`src/rtl/psola_pkg.sv`:
```
// Shared helpers for the overlap-add engine: window coefficient formula
// and signed saturation. Assumes 16-bit signed samples throughout.
package psola_pkg;

    typedef enum logic [1:0] {ST_IDLE, ST_SUM, ST_EMIT} eng_state_t;

    // Q15 Hanning coefficient for position n of a segment of length len.
    function automatic int hann_q15(int n, int len);
        real ang;
        ang = 2.0 * 3.14159265358979 * (real'(n) + 0.5) / real'(len);
        return $rtoi(32767.0 * 0.5 * (1.0 - $cos(ang)) + 0.5);
    endfunction

    // Clamp an 18-bit signed value into the signed 16-bit range.
    function automatic logic signed [15:0] sat16(logic signed [17:0] v);
        if (v > 18'sd32767)       return 16'sh7fff;
        else if (v < -18'sd32768) return 16'sh8000;
        else                      return v[15:0];
    endfunction

endpackage

```
`src/rtl/psola_win_rom.sv`:
```
// Window coefficient ROM: 2^SBITS Q15 Hanning coefficients computed at
// elaboration. Assumes the index is already a segment position.
module psola_win_rom #(
    parameter int SBITS = 4
) (
    input  logic [SBITS-1:0] idx,
    output logic [15:0]      coef
);
    import psola_pkg::*;
    localparam int SEG = 1 << SBITS;

    logic [15:0] tbl [SEG];

    for (genvar g = 0; g < SEG; g++) begin : g_coef
        localparam int CVAL = hann_q15(g, SEG);
        assign tbl[g] = 16'(CVAL);
    end

    // Table lookup.
    always_comb coef = tbl[idx];
endmodule

```
`src/rtl/psola_seg_shaper.sv`:
```
// Sample shaper: applies the optional boundary ramp and then the window
// to one segment sample. Purely combinational; assumes coef <= 32767.
module psola_seg_shaper #(
    parameter int SBITS = 4
) (
    input  logic signed [15:0] x_in,
    input  logic               bnd,
    input  logic signed [5:0]  step,
    input  logic [SBITS-1:0]   pos,
    input  logic [15:0]        coef,
    output logic signed [15:0] y_out
);
    import psola_pkg::*;
    localparam int PW = SBITS + 7;

    logic signed [PW-1:0] corr;
    logic signed [15:0]   x_adj;
    logic signed [32:0]   prod;
    logic signed [32:0]   rnd;

    // Ramp term s*k and saturating add.
    always_comb begin
        corr  = PW'(step) * $signed({1'b0, pos});
        x_adj = bnd ? sat16(18'(x_in) + 18'(corr)) : x_in;
    end

    // Q15 multiply with round-half-up.
    always_comb begin
        prod  = 33'(x_adj) * $signed({17'd0, coef});
        rnd   = prod + 33'sd16384;
        y_out = rnd[30:15];
    end

    always_comb assert (coef <= 16'd32767) else $error("a_r5_coef_q15 range");
endmodule

```
`src/rtl/psola_ola_queue.sv`:
```
// Circular output queue with a saturating accumulate port and a clear
// port. Assumes the two ports are never active in the same cycle.
module psola_ola_queue #(
    parameter int QBITS = 5
) (
    input  logic               clk,
    input  logic               rst_n,
    input  logic               acc_en,
    input  logic [QBITS-1:0]   acc_addr,
    input  logic signed [15:0] acc_val,
    input  logic               clr_en,
    input  logic [QBITS-1:0]   clr_addr,
    input  logic [QBITS-1:0]   rd_addr,
    output logic signed [15:0] rd_data
);
    import psola_pkg::*;
    localparam int QLEN = 1 << QBITS;

    logic signed [15:0] slot [QLEN];

    // Storage update: reset, accumulate or clear.
    always_ff @(posedge clk) begin
        if (!rst_n) begin
            for (int i = 0; i < QLEN; i++) slot[i] <= '0;
        end else if (acc_en) begin
            slot[acc_addr] <= sat16(18'(slot[acc_addr]) + 18'(acc_val));
        end else if (clr_en) begin
            slot[clr_addr] <= '0;
        end
    end

    // Read port.
    always_comb rd_data = slot[rd_addr];

    a_r8_slot_cleared: assert property (@(posedge clk) disable iff (!rst_n)
        clr_en |=> slot[$past(clr_addr)] == 16'sd0);
    a_r6_ports_exclusive: assert property (@(posedge clk) disable iff (!rst_n)
        !(acc_en && clr_en));
endmodule

```
`src/rtl/psola_ola_engine.sv`:
```
// Pitch-synchronous overlap-add engine (top). Holds the frame store,
// sequences one segment sample per clock into the queue, then streams
// out the requested number of samples. Assumes the frame store is
// written only while idle.
module psola_ola_engine #(
    parameter int LBITS = 3,
    parameter int FBITS = 4
) (
    input  logic                   clk,
    input  logic                   rst_n,
    input  logic                   frm_we,
    input  logic [FBITS+LBITS-1:0] frm_addr,
    input  logic [15:0]            frm_data,
    input  logic                   scr_valid,
    output logic                   scr_ready,
    input  logic [23:0]            scr_data,
    output logic                   out_valid,
    input  logic                   out_ready,
    output logic [15:0]            out_data
);
    import psola_pkg::*;
    localparam int SBITS = LBITS + 1;
    localparam int QBITS = LBITS + 2;
    localparam int SEG   = 1 << SBITS;
    localparam int FDEPTH = 1 << (FBITS + LBITS);

    eng_state_t         state;
    logic [FBITS-1:0]   fidx;
    logic [7:0]         left;
    logic               rev, bnd;
    logic signed [5:0]  step;
    logic [SBITS-1:0]   k;
    logic [QBITS-1:0]   head;
    logic signed [15:0] fmem [FDEPTH];

    logic [SBITS-1:0]   src;
    logic [FBITS-1:0]   fsel;
    logic signed [15:0] x_raw, y_win, q_rd;
    logic [15:0]        coef;
    logic               do_sum, do_emit;

    // Frame store write port.
    always_ff @(posedge clk) begin
        if (frm_we) fmem[frm_addr] <= frm_data;
    end

    // Segment sample fetch with optional reversal.
    always_comb begin
        src   = rev ? ~k : k;
        fsel  = src[LBITS] ? fidx + 1'b1 : fidx;
        x_raw = fmem[{fsel, src[LBITS-1:0]}];
    end

    psola_win_rom #(.SBITS(SBITS)) u_rom (.idx(k), .coef(coef));

    psola_seg_shaper #(.SBITS(SBITS)) u_shape (
        .x_in(x_raw), .bnd(bnd), .step(step), .pos(k), .coef(coef), .y_out(y_win)
    );

    // Handshake and queue strobes.
    always_comb begin
        scr_ready = (state == ST_IDLE);
        out_valid = (state == ST_EMIT);
        do_sum    = (state == ST_SUM);
        do_emit   = out_valid && out_ready;
        out_data  = q_rd;
    end

    psola_ola_queue #(.QBITS(QBITS)) u_queue (
        .clk(clk), .rst_n(rst_n),
        .acc_en(do_sum), .acc_addr(head + QBITS'(k)), .acc_val(y_win),
        .clr_en(do_emit), .clr_addr(head),
        .rd_addr(head), .rd_data(q_rd)
    );

    // Sequencer: accept word, sum segment, emit shift samples.
    always_ff @(posedge clk) begin
        if (!rst_n) begin
            state <= ST_IDLE;
            head  <= '0;
            k     <= '0;
            left  <= '0;
            fidx  <= '0;
            rev   <= 1'b0;
            bnd   <= 1'b0;
            step  <= '0;
        end else begin
            case (state)
                ST_IDLE: if (scr_valid) begin
                    fidx  <= scr_data[FBITS-1:0];
                    left  <= scr_data[15:8];
                    rev   <= scr_data[23];
                    bnd   <= scr_data[22];
                    step  <= scr_data[21:16];
                    k     <= '0;
                    state <= ST_SUM;
                end
                ST_SUM: begin
                    k <= k + 1'b1;
                    if (k == SBITS'(SEG - 1))
                        state <= (left == 8'd0) ? ST_IDLE : ST_EMIT;
                end
                default: if (out_ready) begin
                    head <= head + 1'b1;
                    left <= left - 1'b1;
                    if (left == 8'd1) state <= ST_IDLE;
                end
            endcase
        end
    end

    a_r9_hold_data: assert property (@(posedge clk) disable iff (!rst_n)
        out_valid && !out_ready |=> out_valid && $stable(out_data));
    a_r9_busy_after_accept: assert property (@(posedge clk) disable iff (!rst_n)
        scr_valid && scr_ready |=> !scr_ready);
    a_r7_head_steps: assert property (@(posedge clk) disable iff (!rst_n)
        do_emit |=> head == $past(head) + 1'b1);
    a_r7_emit_excludes_idle: assert property (@(posedge clk) disable iff (!rst_n)
        !(out_valid && scr_ready));
    a_r1_reset_state: assert property (@(posedge clk)
        !rst_n |=> scr_ready && !out_valid);
endmodule

```
`config.mk`:
```
export PLATFORM = sky130hd
export DESIGN_NAME = psola_ola_engine
export DESIGN_NICKNAME = d
export VERILOG_FILES = /design/src/rtl/psola_pkg.sv /design/src/rtl/psola_win_rom.sv /design/src/rtl/psola_seg_shaper.sv /design/src/rtl/psola_ola_queue.sv /design/src/rtl/psola_ola_engine.sv
export SDC_FILE = /design/constraint.sdc
export NUM_CORES = 2
export LEC_CHECK = 0
export BUFFER_PORTS_ARGS = -buffer_cell sky130_fd_sc_hd__buf_4
export CORE_MARGIN = 3
export CORE_UTILIZATION = 50
export CTS_BUF_LIST = sky130_fd_sc_hd__clkbuf_8
export CTS_CLUSTER_DIAMETER = 100
export DETAILED_ROUTE_END_ITERATION = 6
export PLACE_DENSITY = 0.7
export SLEW_MARGIN = 10
export SYNTH_ARGS = -nofsm -noshare
export SYNTH_HDL_FRONTEND = slang
export SYNTH_HIERARCHICAL = 1
export SYNTH_SLANG_ARGS = --single-unit
```
`constraint.sdc`:
```
create_clock -name clk -period 14.6 [get_ports clk]
set_input_delay 1.46 -clock clk [delete_from_list [all_inputs] [get_ports clk]]
set_output_delay 1.46 -clock clk [all_outputs]
set_load 0.005 [all_outputs]
```
==> results.ini <==
[flow_run]
cap_violations=5

[synthesis]
yosysTopAreaCellShare_pct=56.9
synth_top_area_cell=edfxtp_1
synth_enable_flop_cells=2560
async_reset_ff_share_pct=0
synth_flop_cell=edfxtp_1
netlist_instances=10101
synth_cell_types=87
yosys_warnings=6
seq_area_frac_synth_pct=57.4
synth_area_leaders=edfxtp_1 57%, mux2_2 8.8%, mux4_2 5.4%
yosys_register_bits=2591
syn_nets=10555
synth_area_per_cell_um2=13.4
netlist_area_um2=135000

[die]
die_w_um=526
core_area_um2=268000
initial_core_util_pct=50.3
die_area_um2=276000
ios=70
rows=190
die_y_um=526

[timing]
min_period_ns=14.89
fin_crit_sh_pct=102
finalSetupViolCount=462
worst_pin_slew_ns=1.56
slew_headroom_pct=-4.56
clock.fmax_ghz=0.0672
rsz0062_at_grt=true
setup_ws_ns=-0.291
finClkSkew_ns=0.114
hold_viol=0
finalMaxSlewViolations=51

[setup_path]
cp_common_cell=fa_1
cp.arrival_ns=15.79
crit_cells=62
cp-end-kind=register
criticalPathCategory=reg -> reg
crit_family=adder cells
critPathMaxFanout=13
rr_worst_depth=62
slowest_stage=fa_1
cp_num_buf_inv=17
critPathLaunchType=register
crit_required_ns=15.50
cp_slowest_stage_delay_ns=0.56

[global_routing]
grt_pass1_wl_um=650000
antenna_found_initial=29
grt_start_max_net_pins=103
gr-total-overflow=0
first_global_vias=102613
grtUsageTotal_pct=31.2

[detailed_routing]
vias_per_cell=6.78
ant_nets=0
drc=15
via_count=102517
routed_wl_um=448000
dr.pass1.iters=7
drtIter0Drc=14928
wire_per_inst_um=29.6

[place]
io_buffers=65
globalplace.congestion=0.927
pre_cts_slack_ns=-1.21
hpwlAfterDp_um=268000

[clocking]
worstSkewPairLatency_ns=1.10
cts_buffers=420
clock-sinks=2591
tritoncts=done
clockBufferDepth=4
root_buffer=clkbuf_8
postCtsHoldBufs=0
clk_pin_slew_worst_paths_ns=0.06
cts.htree.levels=5

[min_path]
hold_path_depth=2
hold_class=reg -> reg

[layout]
final_common_cell=edfxtp_1
final_cell_mix=2560 x edfxtp_1, 1277 x buf_4, 1057 x mux2_2
drive_gt1_share_pct=35.8
syn2layout_area_growth_pct=19.8
nNetsFinal=11672

[run_status]
status=finished with violations
violations=DRC, capacitance limit, slew limit, setup timing

[routing by layer]
metal  GRT usage (%)  wire [um]  vias to the layer above
li1                -          -                    42301
met5               0        109                        -
met4            17.3      28300                       16
met2            48.2     204000                     7659
met1            39.6     156000                    50887
met3            9.12      59800                     1654
[worst reg2reg max path: cells and delay by family, from the launching register on]
kind / cells / cell delay [ns]
fa+ha+maj: 13 / 5.62
compound gates: 15 / 3.13
simple gates: 16 / 3.10
buf+inv: 17 / 2.38
flops: 1 / 0.40
xor+xnor: 1 / 0.16
[cell families after synthesis]
kind of cell | after synthesis | share of synthesized area (%)
buf+inv | 1243 | 3.82
xor+xnor | 58 | 0.387
other cells | 1 | 0.00278
simple gates | 1521 | 5.46
flops | 2591 | 57.4
fa+ha+maj | 419 | 5.14
mux | 1383 | 14.2
compound gates | 2885 | 13.6
[synth_stat cells, types with 32 or more instances]
master and count:
nor2b_1 65, nor2_1 457, o41ai_1 48, inv_1 347, xnor2_1 40, buf_2 168
buf_6 32, a221oi_1 513, nor2_2 240, o21ai_0 1083, ha_1 172, edfxtp_1 2560
mux2_2 1059, clkbuf_1 596, mux4_2 322, o22ai_1 1027, a21oi_1 54, nor3_1 277
nand2_1 260, and2_1 101, fa_1 230, buf_1 88
[final timing paths]
path | start | to | slack, ns
setup / recovery | rev | u_queue/slot[3][2] | -0.29
hold / removal | step[1] | step[1] | 0.52
setup reg to reg | rev | u_queue/slot[3][2] | -0.29
hold reg to reg | step[1] | step[1] | 0.52
[what timing repair did]
action,4_1_cts,5_1_grt
resized for setup,346,320
pin swaps,132,253
cloned,34,18
endpoints found under the setup margin,512,512
setup buffers,103,29
[cell type report]
cell class | count | area (um^2)
clock buffer | 428 | 5890
inverter | 347 | 1310
antenna | 21 | 52.6
fill | 19840 | 107000
sequential | 2591 | 77500
timing repair buffer | 1590 | 15800
clock inverter | 319 | 1590
tap | 3552 | 4440
multi-input combinational | 6268 | 55300
[through the flow]
| step | instances | cell area [um^2] | TNS, ns | utilization (%) | hold slack, ns |
|---|---|---|---|---|---|
| 5_1_grt | 15103 | 162000 | -301.24 | 60.3 | 0.551 |
| 3_3_place_gp | 14171 | 148000 | -530.99 | 55.3 | 0.494 |
| 2_1_floorplan | 10101 | 135000 | 0 | - | 0.455 |
| 4_1_cts | 15053 | 160000 | 0 | 59.5 | 0.521 |
| 6_report | 15116 | 162000 | -76.61 | 60.3 | 0.519 |
| 3_5_place_dp | 14171 | 148000 | -564.85 | 55.3 | 0.511 |
[state kept, by name, indices dropped and copies added, names as in the netlist]
| signal | cells |
|---|---|
| bnd | 1 |
| fidx | 4 |
| fmem | 2048 |
| head | 5 |
| k | 4 |
| left | 8 |
| rev | 1 |
| state | 2 |
| step | 6 |
| u_queue/slot | 512 |
Power is left out: the tool's default activity adds up to more than one toggle a clock period on the data nets, which glitch-free logic cannot reach.
